--- config.mk ---
export PLATFORM = sky130hd
export DESIGN_NAME = pmic_cmd_channel
export DESIGN_NICKNAME = d
export VERILOG_FILES = /design/src/rtl/pcc_pkg.sv /design/src/rtl/pcc_lane_mask.sv /design/src/rtl/pcc_init_timer.sv /design/src/rtl/pcc_regdec.sv /design/src/rtl/pcc_fsm.sv /design/src/rtl/pmic_cmd_channel.sv
export SDC_FILE = /design/constraint.sdc
export NUM_CORES = 1
export LEC_CHECK = 0
export CORE_MARGIN = 2
export CORE_UTILIZATION = 40
export DETAILED_ROUTE_END_ITERATION = 8
export PLACE_DENSITY = 0.64
export SLEW_MARGIN = 20
export SYNTH_ARGS = -nofsm -noshare
export SYNTH_HDL_FRONTEND = slang
export SYNTH_HIERARCHICAL = 1
export SYNTH_SLANG_ARGS = --single-unit
--- constraint.sdc ---
create_clock -name clk -period 1.9 [get_ports clk]
set_input_delay 0.19 -clock clk [delete_from_list [all_inputs] [get_ports clk]]
set_output_delay 0.19 -clock clk [all_outputs]
set_load 0.02 [all_outputs]
--- src/rtl/pcc_pkg.sv ---
package pcc_pkg;
  localparam int WORD_W   = 32;
  localparam int NREGS    = 5;
  localparam int OFF_STATUS = 0;
  localparam int OFF_CMD    = 1;
  localparam int OFF_WDATA  = 2;
  localparam int OFF_RDATA  = 3;
  localparam int OFF_VCLR   = 4;
  localparam int ST_LSB   = 1;
  localparam int ERR_BIT  = 8;
  localparam int INIT_BIT = 15;

  typedef enum logic [2:0] {
    ST_IDLE      = 3'd0,
    ST_REQ       = 3'd1,
    ST_WAIT_IDLE = 3'd2,
    ST_WAIT_VCLR = 3'd3
  } chan_state_e;

  typedef struct packed {
    logic [1:0]  cls;
    logic        wr;
    logic [4:0]  sid;
    logic [7:0]  bcnt;
    logic [15:0] addr;
  } cmd_word_t;
endpackage

--- src/rtl/pcc_lane_mask.sv ---
module pcc_lane_mask #(
  parameter int NBYTES = 4
) (
  input  logic [$clog2(NBYTES)-1:0] last_lane,
  input  logic [NBYTES*8-1:0]       din,
  output logic [NBYTES*8-1:0]       dout
);
  localparam int LW = $clog2(NBYTES);
  for (genvar i = 0; i < NBYTES; i++) begin : g_lane
    assign dout[8*i +: 8] = (LW'(i) <= last_lane) ? din[8*i +: 8] : 8'h00;
  end
endmodule

--- src/rtl/pcc_init_timer.sv ---
module pcc_init_timer #(
  parameter int INIT_CYCLES = 16
) (
  input  logic clk,
  input  logic rst,
  output logic done
);
  localparam int CW = (INIT_CYCLES < 1) ? 1 : $clog2(INIT_CYCLES + 1);
  localparam logic [CW-1:0] LIMIT = CW'(INIT_CYCLES);

  logic [CW-1:0] cnt_q;

  always_ff @(posedge clk) begin
    if (rst)                cnt_q <= '0;
    else if (cnt_q != LIMIT) cnt_q <= cnt_q + 1'b1;
  end

  assign done = (cnt_q == LIMIT);

  assert_init_sticky_R10: assert property (@(posedge clk) disable iff (rst)
    done |=> done);
  assert_init_bound_R10: assert property (@(posedge clk) disable iff (rst)
    cnt_q <= LIMIT);
endmodule

--- src/rtl/pcc_regdec.sv ---
module pcc_regdec
  import pcc_pkg::*;
#(
  parameter int ADDR_W = 3
) (
  input  logic              clk,
  input  logic              rst,
  input  logic              reg_wen,
  input  logic              reg_ren,
  input  logic [ADDR_W-1:0] reg_addr,
  input  logic              wbit0,
  input  logic [WORD_W-1:0] status_w,
  input  logic [WORD_W-1:0] cmd_w,
  input  logic [WORD_W-1:0] wdata_w,
  input  logic [WORD_W-1:0] rdata_w,
  output logic              cmd_wr,
  output logic              wdata_wr,
  output logic              vclr_wr,
  output logic [WORD_W-1:0] reg_rdata
);
  logic [NREGS-1:0] hit;

  for (genvar i = 0; i < NREGS; i++) begin : g_hit
    assign hit[i] = (reg_addr == ADDR_W'(i));
  end

  assign cmd_wr   = reg_wen && hit[OFF_CMD];
  assign wdata_wr = reg_wen && hit[OFF_WDATA];
  assign vclr_wr  = reg_wen && hit[OFF_VCLR] && wbit0;

  always_ff @(posedge clk) begin
    if (rst) begin
      reg_rdata <= '0;
    end else if (reg_ren) begin
      if (hit[OFF_STATUS])     reg_rdata <= status_w;
      else if (hit[OFF_CMD])   reg_rdata <= cmd_w;
      else if (hit[OFF_WDATA]) reg_rdata <= wdata_w;
      else if (hit[OFF_RDATA]) reg_rdata <= rdata_w;
      else                     reg_rdata <= '0;
    end
  end

  assert_rdata_hold_R2: assert property (@(posedge clk) disable iff (rst)
    !reg_ren |=> $stable(reg_rdata));
  assert_status_read_R2: assert property (@(posedge clk) disable iff (rst)
    (reg_ren && hit[OFF_STATUS]) |=> (reg_rdata == $past(status_w)));
endmodule

--- src/rtl/pcc_fsm.sv ---
module pcc_fsm
  import pcc_pkg::*;
#(
  parameter int NBYTES = 4
) (
  input  logic              clk,
  input  logic              rst,
  input  logic              cmd_wr,
  input  logic              wdata_wr,
  input  logic              vclr_wr,
  input  logic [WORD_W-1:0] bus_wdata,
  input  logic              be_ack,
  input  logic [WORD_W-1:0] be_rdata,
  output chan_state_e       state_q,
  output cmd_word_t         cmd_q,
  output logic [WORD_W-1:0] wdata_q,
  output logic [WORD_W-1:0] snap_q,
  output logic [WORD_W-1:0] rdata_q,
  output logic              err_q
);
  localparam int LW = $clog2(NBYTES);

  cmd_word_t         cmd_in;
  logic [WORD_W-1:0] wmasked;
  logic [WORD_W-1:0] rmasked;

  assign cmd_in = cmd_word_t'(bus_wdata);

  pcc_lane_mask #(.NBYTES(NBYTES)) u_wmask (
    .last_lane (cmd_in.bcnt[LW-1:0]),
    .din       (wdata_q),
    .dout      (wmasked)
  );

  pcc_lane_mask #(.NBYTES(NBYTES)) u_rmask (
    .last_lane (cmd_q.bcnt[LW-1:0]),
    .din       (be_rdata),
    .dout      (rmasked)
  );

  always_ff @(posedge clk) begin
    if (rst) begin
      state_q <= ST_IDLE;
      cmd_q   <= '0;
      wdata_q <= '0;
      snap_q  <= '0;
      rdata_q <= '0;
      err_q   <= 1'b0;
    end else begin
      if (wdata_wr) wdata_q <= bus_wdata;
      if (cmd_wr && state_q != ST_IDLE) err_q <= 1'b1;
      unique case (state_q)
        ST_IDLE: begin
          if (cmd_wr) begin
            cmd_q   <= cmd_in;
            snap_q  <= wmasked;
            state_q <= ST_REQ;
          end
        end
        ST_REQ: begin
          if (be_ack) begin
            if (cmd_q.wr) begin
              state_q <= ST_WAIT_IDLE;
            end else begin
              rdata_q <= rmasked;
              state_q <= ST_WAIT_VCLR;
            end
          end
        end
        ST_WAIT_IDLE: state_q <= ST_IDLE;
        ST_WAIT_VCLR: if (vclr_wr) state_q <= ST_IDLE;
        default:      state_q <= ST_IDLE;
      endcase
    end
  end

  assert_accept_R4: assert property (@(posedge clk) disable iff (rst)
    (state_q == ST_IDLE && cmd_wr) |=> (state_q == ST_REQ));
  assert_idle_stay_R4: assert property (@(posedge clk) disable iff (rst)
    (state_q == ST_IDLE && !cmd_wr) |=> (state_q == ST_IDLE));
  assert_req_hold_R5: assert property (@(posedge clk) disable iff (rst)
    (state_q == ST_REQ && !be_ack) |=>
      (state_q == ST_REQ && $stable(cmd_q) && $stable(snap_q)));
  assert_write_settle_R6: assert property (@(posedge clk) disable iff (rst)
    (state_q == ST_WAIT_IDLE) |=> (state_q == ST_IDLE));
  assert_read_lane0_R7: assert property (@(posedge clk) disable iff (rst)
    (state_q == ST_WAIT_VCLR && cmd_q.bcnt[LW-1:0] == '0) |->
      (rdata_q[WORD_W-1:8] == '0));
  assert_vclr_wait_R8: assert property (@(posedge clk) disable iff (rst)
    (state_q == ST_WAIT_VCLR && !vclr_wr) |=>
      (state_q == ST_WAIT_VCLR && $stable(rdata_q)));
  assert_busy_ignore_R9: assert property (@(posedge clk) disable iff (rst)
    (state_q != ST_IDLE && cmd_wr) |=> (err_q && $stable(cmd_q)));
  assert_err_sticky_R9: assert property (@(posedge clk) disable iff (rst)
    err_q |=> err_q);
  assert_snap_keep_R11: assert property (@(posedge clk) disable iff (rst)
    (state_q != ST_IDLE) |=> $stable(snap_q));
endmodule

--- src/rtl/pmic_cmd_channel.sv ---
module pmic_cmd_channel
  import pcc_pkg::*;
#(
  parameter int ADDR_W      = 3,
  parameter int NBYTES      = 4,
  parameter int INIT_CYCLES = 16
) (
  input  logic              clk,
  input  logic              rst,
  input  logic              reg_wen,
  input  logic              reg_ren,
  input  logic [ADDR_W-1:0] reg_addr,
  input  logic [31:0]       reg_wdata,
  output logic [31:0]       reg_rdata,
  output logic              be_req,
  output logic [1:0]        be_class,
  output logic              be_write,
  output logic [4:0]        be_sid,
  output logic [7:0]        be_bcnt,
  output logic [15:0]       be_addr,
  output logic [31:0]       be_wdata,
  input  logic              be_ack,
  input  logic [31:0]       be_rdata
);
  chan_state_e       state_q;
  cmd_word_t         cmd_q;
  logic [WORD_W-1:0] wdata_q, snap_q, rdata_q, status_w;
  logic              err_q, init_done;
  logic              cmd_wr, wdata_wr, vclr_wr;

  pcc_init_timer #(.INIT_CYCLES(INIT_CYCLES)) u_init (
    .clk  (clk),
    .rst  (rst),
    .done (init_done)
  );

  pcc_regdec #(.ADDR_W(ADDR_W)) u_dec (
    .clk       (clk),
    .rst       (rst),
    .reg_wen   (reg_wen),
    .reg_ren   (reg_ren),
    .reg_addr  (reg_addr),
    .wbit0     (reg_wdata[0]),
    .status_w  (status_w),
    .cmd_w     (WORD_W'(cmd_q)),
    .wdata_w   (wdata_q),
    .rdata_w   (rdata_q),
    .cmd_wr    (cmd_wr),
    .wdata_wr  (wdata_wr),
    .vclr_wr   (vclr_wr),
    .reg_rdata (reg_rdata)
  );

  pcc_fsm #(.NBYTES(NBYTES)) u_fsm (
    .clk       (clk),
    .rst       (rst),
    .cmd_wr    (cmd_wr),
    .wdata_wr  (wdata_wr),
    .vclr_wr   (vclr_wr),
    .bus_wdata (reg_wdata),
    .be_ack    (be_ack),
    .be_rdata  (be_rdata),
    .state_q   (state_q),
    .cmd_q     (cmd_q),
    .wdata_q   (wdata_q),
    .snap_q    (snap_q),
    .rdata_q   (rdata_q),
    .err_q     (err_q)
  );

  always_comb begin
    status_w               = '0;
    status_w[ST_LSB +: 3]  = state_q;
    status_w[ERR_BIT]      = err_q;
    status_w[INIT_BIT]     = init_done;
  end

  assign be_req   = (state_q == ST_REQ);
  assign be_class = cmd_q.cls;
  assign be_write = cmd_q.wr;
  assign be_sid   = cmd_q.sid;
  assign be_bcnt  = cmd_q.bcnt;
  assign be_addr  = cmd_q.addr;
  assign be_wdata = snap_q;

  assert_req_drop_R5: assert property (@(posedge clk) disable iff (rst)
    (be_req && !be_ack) |=> be_req);
  assert_status_zero_R3: assert property (@(posedge clk) disable iff (rst)
    $countones(status_w & ~32'h0000_810E) == 0);
endmodule

==> out/metrics.yaml, run 1 <==
ys.flop_type: "dfxtp_1"
ff2ff_setup_slack_ps: 480
period_needed_ps: 1720
cp_cell_sequence: "clkdlybuf4s50_1"
peakVddDrop_mv: 0.618
cts-buffers-inserted: 17
vias: 6431
antenna_cells: 0
worst_slew_pin_slew_ps: 705
clock-sinks: 168
worstSetupPathType: "flip-flop to output pin"
antenna_found_initial: 0
die_h_microns: 149
synth_area_leaders: "dfxtp_1 (40%), mux2i_1 (15%), nand2b_1 (15%), mux2_2 (3.9%), a311oi_1 (3.2%)"
ant_nets: 0
hold_violations: 0
crit_path_start_kind: "flip-flop"
drive_above_1_share_pct: 12.9
grt_pass1_wl_microns: 34400
wl_per_cell_microns: 16.9
relSlewSlack_pct: 53.0
power_mw: 8.07
core.rowCount: 53
drv_cap: 0
setup_viol: 0
r2r_start: "u_init/cnt_q[0]"
leakage_nw: 3.87
endpoint: "be_write"
cts_tree: "done"
clk_latency_ps: 430
grt_pass1_vias: 6401
worstPathMaxFanout: 5
die_area_sq_mm: 0.0222
ys_seq_area_share_pct: 40.0
reg2reg_to: "u_init/cnt_q[0]"
worst_ep_arrival_time_ps: 1530
cts.repair.resized: 0
io_pins: 169
rsz0062_at_grt: "no"
htreeDepth: 4
worst-path-buf-inv: 1
fin_skew_ps: 10.3
yosysTopAreaCellShare_pct: 40.0
crit_path_max_incr_delay_ps: 690
grt_usage_pct: 20.0
crit_slowest_cell: "clkdlybuf4s50_1"
synth_cell_types: 45
postLayoutCellArea_sq_mm: 0.0110
initial_core_util_pct: 40.4
clockBufferDepth: 2
dr.pass1.iters: 5
holdBufCountCts: 0
synth_area_sq_mm: 0.00840
holdPathStages: 2
tns_ps: 0
ys_async_sr_fraction_pct: 0
final_nets: 1106
hold_class: "primary input to flip-flop"
r2r_cells: 5
place_area_sq_mm: 0.0105
routed_wl_microns: 22300
grt_max_degree: 118
portBuffers: 168
drt_iter0_markers: 288
required_ps: 1710
synth_seq_cells: 168
cpLargestDelayFamily: "buffers and inverters"
startpoint: "u_fsm/cmd_q[29]"
vias_per_cell: 4.87
critPathCaptureType: "output pin"
synth_most_common_cell: "nand2b_1"
drcViolationCount: 0
die_width_microns: 149
synthCells: 865
synth_edf_count: 0
utilization_pct: 53.0
powerDensity_mw_per_mm2: 730
area_growth_pct: 31.4
clk_transition_reported_paths_ps: 70
critical_path_cell_count: 1
num-fill-cells: 1966
fmax_ghz: 0.582
dp_hpwl_microns: 15300
outcome: "finished clean"
synth_top_area_cell: "dfxtp_1"
yosys_warnings: 6
core-area_sq_mm: 0.0208
grt-ovfl-total: 0
cts_root_buffer: "clkbuf_16"
synthTopCellsByCount: "nand2b_1 (197), dfxtp_1 (168), mux2i_1 (129)"
fin_crit_sh_pct: 90.5
cts_setup_buffers: 0
synth.avg_cell_area_sq_um: 9.71
gp_congestion: 0.782
drv_slew: 0
worst min path at each step:
stage | startpoint | end | slack (ps)
6_report | rst | u_fsm/wdata_q[27] | 260
3_3_place_gp | u_fsm/err_q | u_fsm/err_q | 450
5_1_grt | rst | u_fsm/wdata_q[20] | 290
3_5_place_dp | u_fsm/err_q | u_fsm/err_q | 440
4_1_cts | rst | u_fsm/wdata_q[27] | 250
2_1_floorplan | rst | u_dec/reg_rdata[18] | 260
layer usage:
| layer | routed length [microns] | up-vias | GRT usage, % |
|---|---|---|---|
| met2 | 10200 | 164 | 31.8 |
| met5 | 0 | - | 0 |
| li1 | - | 3252 | - |
| met1 | 10500 | 3007 | 27.2 |
| met4 | 238 | 0 | 6.14 |
| met3 | 1380 | 8 | 4.34 |
through the flow:
stage          setup slack (ps)  hold WS, ps  cells
5_1_grt                     123          291   1320
4_1_cts                    4.22          254   1320
3_5_place_dp              -1.75          444   1288
6_report                    181          257   1320
3_3_place_gp               51.7          448   1288
2_1_floorplan               417          262    891
state kept, by name, summed over array words and instances, names as in the netlist:
signal / count
u_fsm/err_q: 1
u_fsm/snap_q: 32
u_fsm/rdata_q: 32
u_init/cnt_q: 5
u_fsm/state_q: 2
u_fsm/cmd_q: 32
u_fsm/wdata_q: 32
u_dec/reg_rdata: 32
power by group:
part,switching (mW),total (mW),internal [mW]
registers,0.0629,3.66,3.60
logic,0.436,0.909,0.474
clock network,1.45,3.50,2.05
total,1.95,8.07,6.12
cell families after synthesis:
family	Yosys count	synth area share, %
compound gates	86	8.50
xor+xnor	1	0.104
fa+ha+maj	2	0.298
mux	164	20.1
other cells	2	0.0894
flops	168	40.0
simple gates	347	23.6
buf+inv	95	7.33
cell type report:
cell class / count / area (sq um) / area share [%]
Clock buffer: 22 / 474 / 4.29
Clock inverter: 10 / 119 / 1.08
Inverter: 4 / 15.0 / 0.136
Multi-Input combinational cell: 628 / 4540 / 41.1
Sequential cell: 168 / 3360 / 30.4
Tap cell: 275 / 344 / 3.12
Timing Repair Buffer: 213 / 2190 / 19.8
layout by cell type (no fill, tap or decap), types with 10 or more instances in the layout:
cell,netlist,routed
nand2_1,32,32
buf_4,24,31
o21a_1,16,16
clkdlybuf4s50_1,0,164
dfxtp_1,168,168
a311oi_1,31,31
buf_12,0,14
mux2i_1,129,129
a32oi_1,31,31
mux2_2,29,29
conb_1,2,28
and3_1,10,10
nor2_1,68,68
nand2b_1,197,197
and2_2,12,12
clkbuf_16,0,17
Power figures use the tool's default switching activity.
==> inputs of run 2 (changes only) <==
- SETUP_SLACK_MARGIN: default -> 0.02
- clock period: 1.9 -> 1.6 ns (I/O delays scaled with it)
==> out/metrics.yaml, run 2 (same netlist as run 1, synthesis figures left out) <==
r2r_start: "u_init/cnt_q[1]"
powerDensity_mw_per_mm2: 886
cts_tree: "done"
io_pins: 169
core.rowCount: 53
outcome: "finished clean"
drv_slew: 0
peakVddDrop_mv: 0.734
r2r_cells: 5
antenna_found_initial: 0
fin_crit_sh_pct: 96.0
area_growth_pct: 33.9
grt_max_degree: 70
final_cell_mix: "nand2b_1 (197), dfxtp_1 (168), mux2i_1 (129)"
place_inst: 1298
worstSetupPathType: "flip-flop to output pin"
grt_pass1_wl_microns: 35600
die_area_sq_mm: 0.0222
worst_ep_arrival_time_ps: 1380
die_h_microns: 149
utilization_pct: 54.1
fin_hold_ws_ps: 149
initial_core_util_pct: 40.4
antenna_cells: 0
vias: 6555
grt_pass1_vias: 6546
crit_path_start_kind: "flip-flop"
power_mw: 9.97
wl_per_cell_microns: 17.0
core-area_sq_mm: 0.0208
htreeDepth: 4
grt-ovfl-total: 0
clock-sinks: 168
holdBufCountCts: 0
postLayoutCellArea_sq_mm: 0.0113
grt_usage_pct: 20.6
cts-buffers-inserted: 17
dr.pass1.iters: 4
die_width_microns: 149
cts_root_buffer: "clkbuf_16"
cpLargestDelayFamily: "buffers and inverters"
worstPathMaxFanout: 2
crit_path_max_incr_delay_ps: 610
fmax_ghz: 0.651
hold_class: "primary input to flip-flop"
hold_violations: 0
drt_iter0_markers: 281
clk_transition_reported_paths_ps: 60
ant_nets: 0
setup_viol: 0
worst-path-buf-inv: 1
place_area_sq_mm: 0.0106
reg2reg_to: "u_init/cnt_q[0]"
critPathCaptureType: "output pin"
drcViolationCount: 0
final_nets: 1116
rsz0062_at_grt: "no"
fin_cells: 1329
drv_cap: 0
hold_end: "u_fsm/wdata_q[27]"
fin_skew_ps: 12.7
required_ps: 1440
leakage_nw: 4.58
clockBufferDepth: 2
holdPathStages: 2
dp_hpwl_microns: 15800
period_needed_ps: 1540
portBuffers: 168
hp-start: "rst"
clk_latency_ps: 430
drive_above_1_share_pct: 13.8
ff2ff_setup_slack_ps: 110
crit_slowest_cell: "clkdlybuf4s50_1"
mostFrequentLayoutCell: "nand2b_1"
routed_wl_microns: 22600
vias_per_cell: 4.93
gp_congestion: 0.773
cp_cell_sequence: "clkdlybuf4s50_1"
## run 2: changes by cell type in the layout (fill, tap and decap cells not counted), sizes merged, moves of 3 or more
| cell | change |
|---|---|
| bufinv | +3 |
| dlymetal6s2s | +24 |
| buf | +10 |
| clkdlybuf4s50 | -71 |
| dlygate4sd2 | +47 |
## run 2: layer usage
metal,vias to the layer above,part of all wire [%],track usage [%]
li1,3283,-,-
met1,3104,48,28.1
met2,153,47,33.7
met3,15,4.8,4.16
met4,0,0.81,4.81
met5,-,0,0
## run 2: per-stage QoR
step / setup slack (ps) / setup TNS [ps]
after floorplan: 147 / 0
after global placement: -199 / -18210
after detailed placement: -240 / -20300
after CTS: 20.0 / 0
after global routing: 20.9 / 0
final: 64.7 / 0
## run 2: how the worst max path moves through the flow
stage / from / endpoint / depth (start not counted)
3_5_place_dp: reg_addr[2] / u_fsm/snap_q[25] / 7
2_1_floorplan: reg_addr[1] / u_fsm/wdata_q[10] / 8
3_3_place_gp: reg_addr[2] / u_fsm/snap_q[12] / 7
5_1_grt: u_dec/reg_rdata[29] / reg_rdata[29] / 1
4_1_cts: u_fsm/cmd_q[4] / be_addr[4] / 1
6_report: u_fsm/snap_q[10] / be_wdata[10] / 1
## run 2: repair_timing
action                                 in CTS  in global routing
gates resized for setup                    47                 26
setup endpoints to repair                  47                 27
pin swaps                                   0                  0
endpoints found under the hold margin       0                  0
buffers inserted                            0                  0
## run 2: area by class of cell
cell class | count | area, sq um
flip-flops and latches | 168 | 3360
inverters | 4 | 15.0
repair buffers | 223 | 2340
clock inverters | 11 | 198
clock buffers | 20 | 447
well taps | 275 | 344
fillers | 1911 | 9570
multi-input cells | 628 | 4550
## run 2: where the power goes
group | switching [mW] | total (mW) | internal [mW]
combinational | 0.536 | 1.11 | 0.571
sequential | 0.0673 | 4.34 | 4.27
clock | 1.71 | 4.52 | 2.81
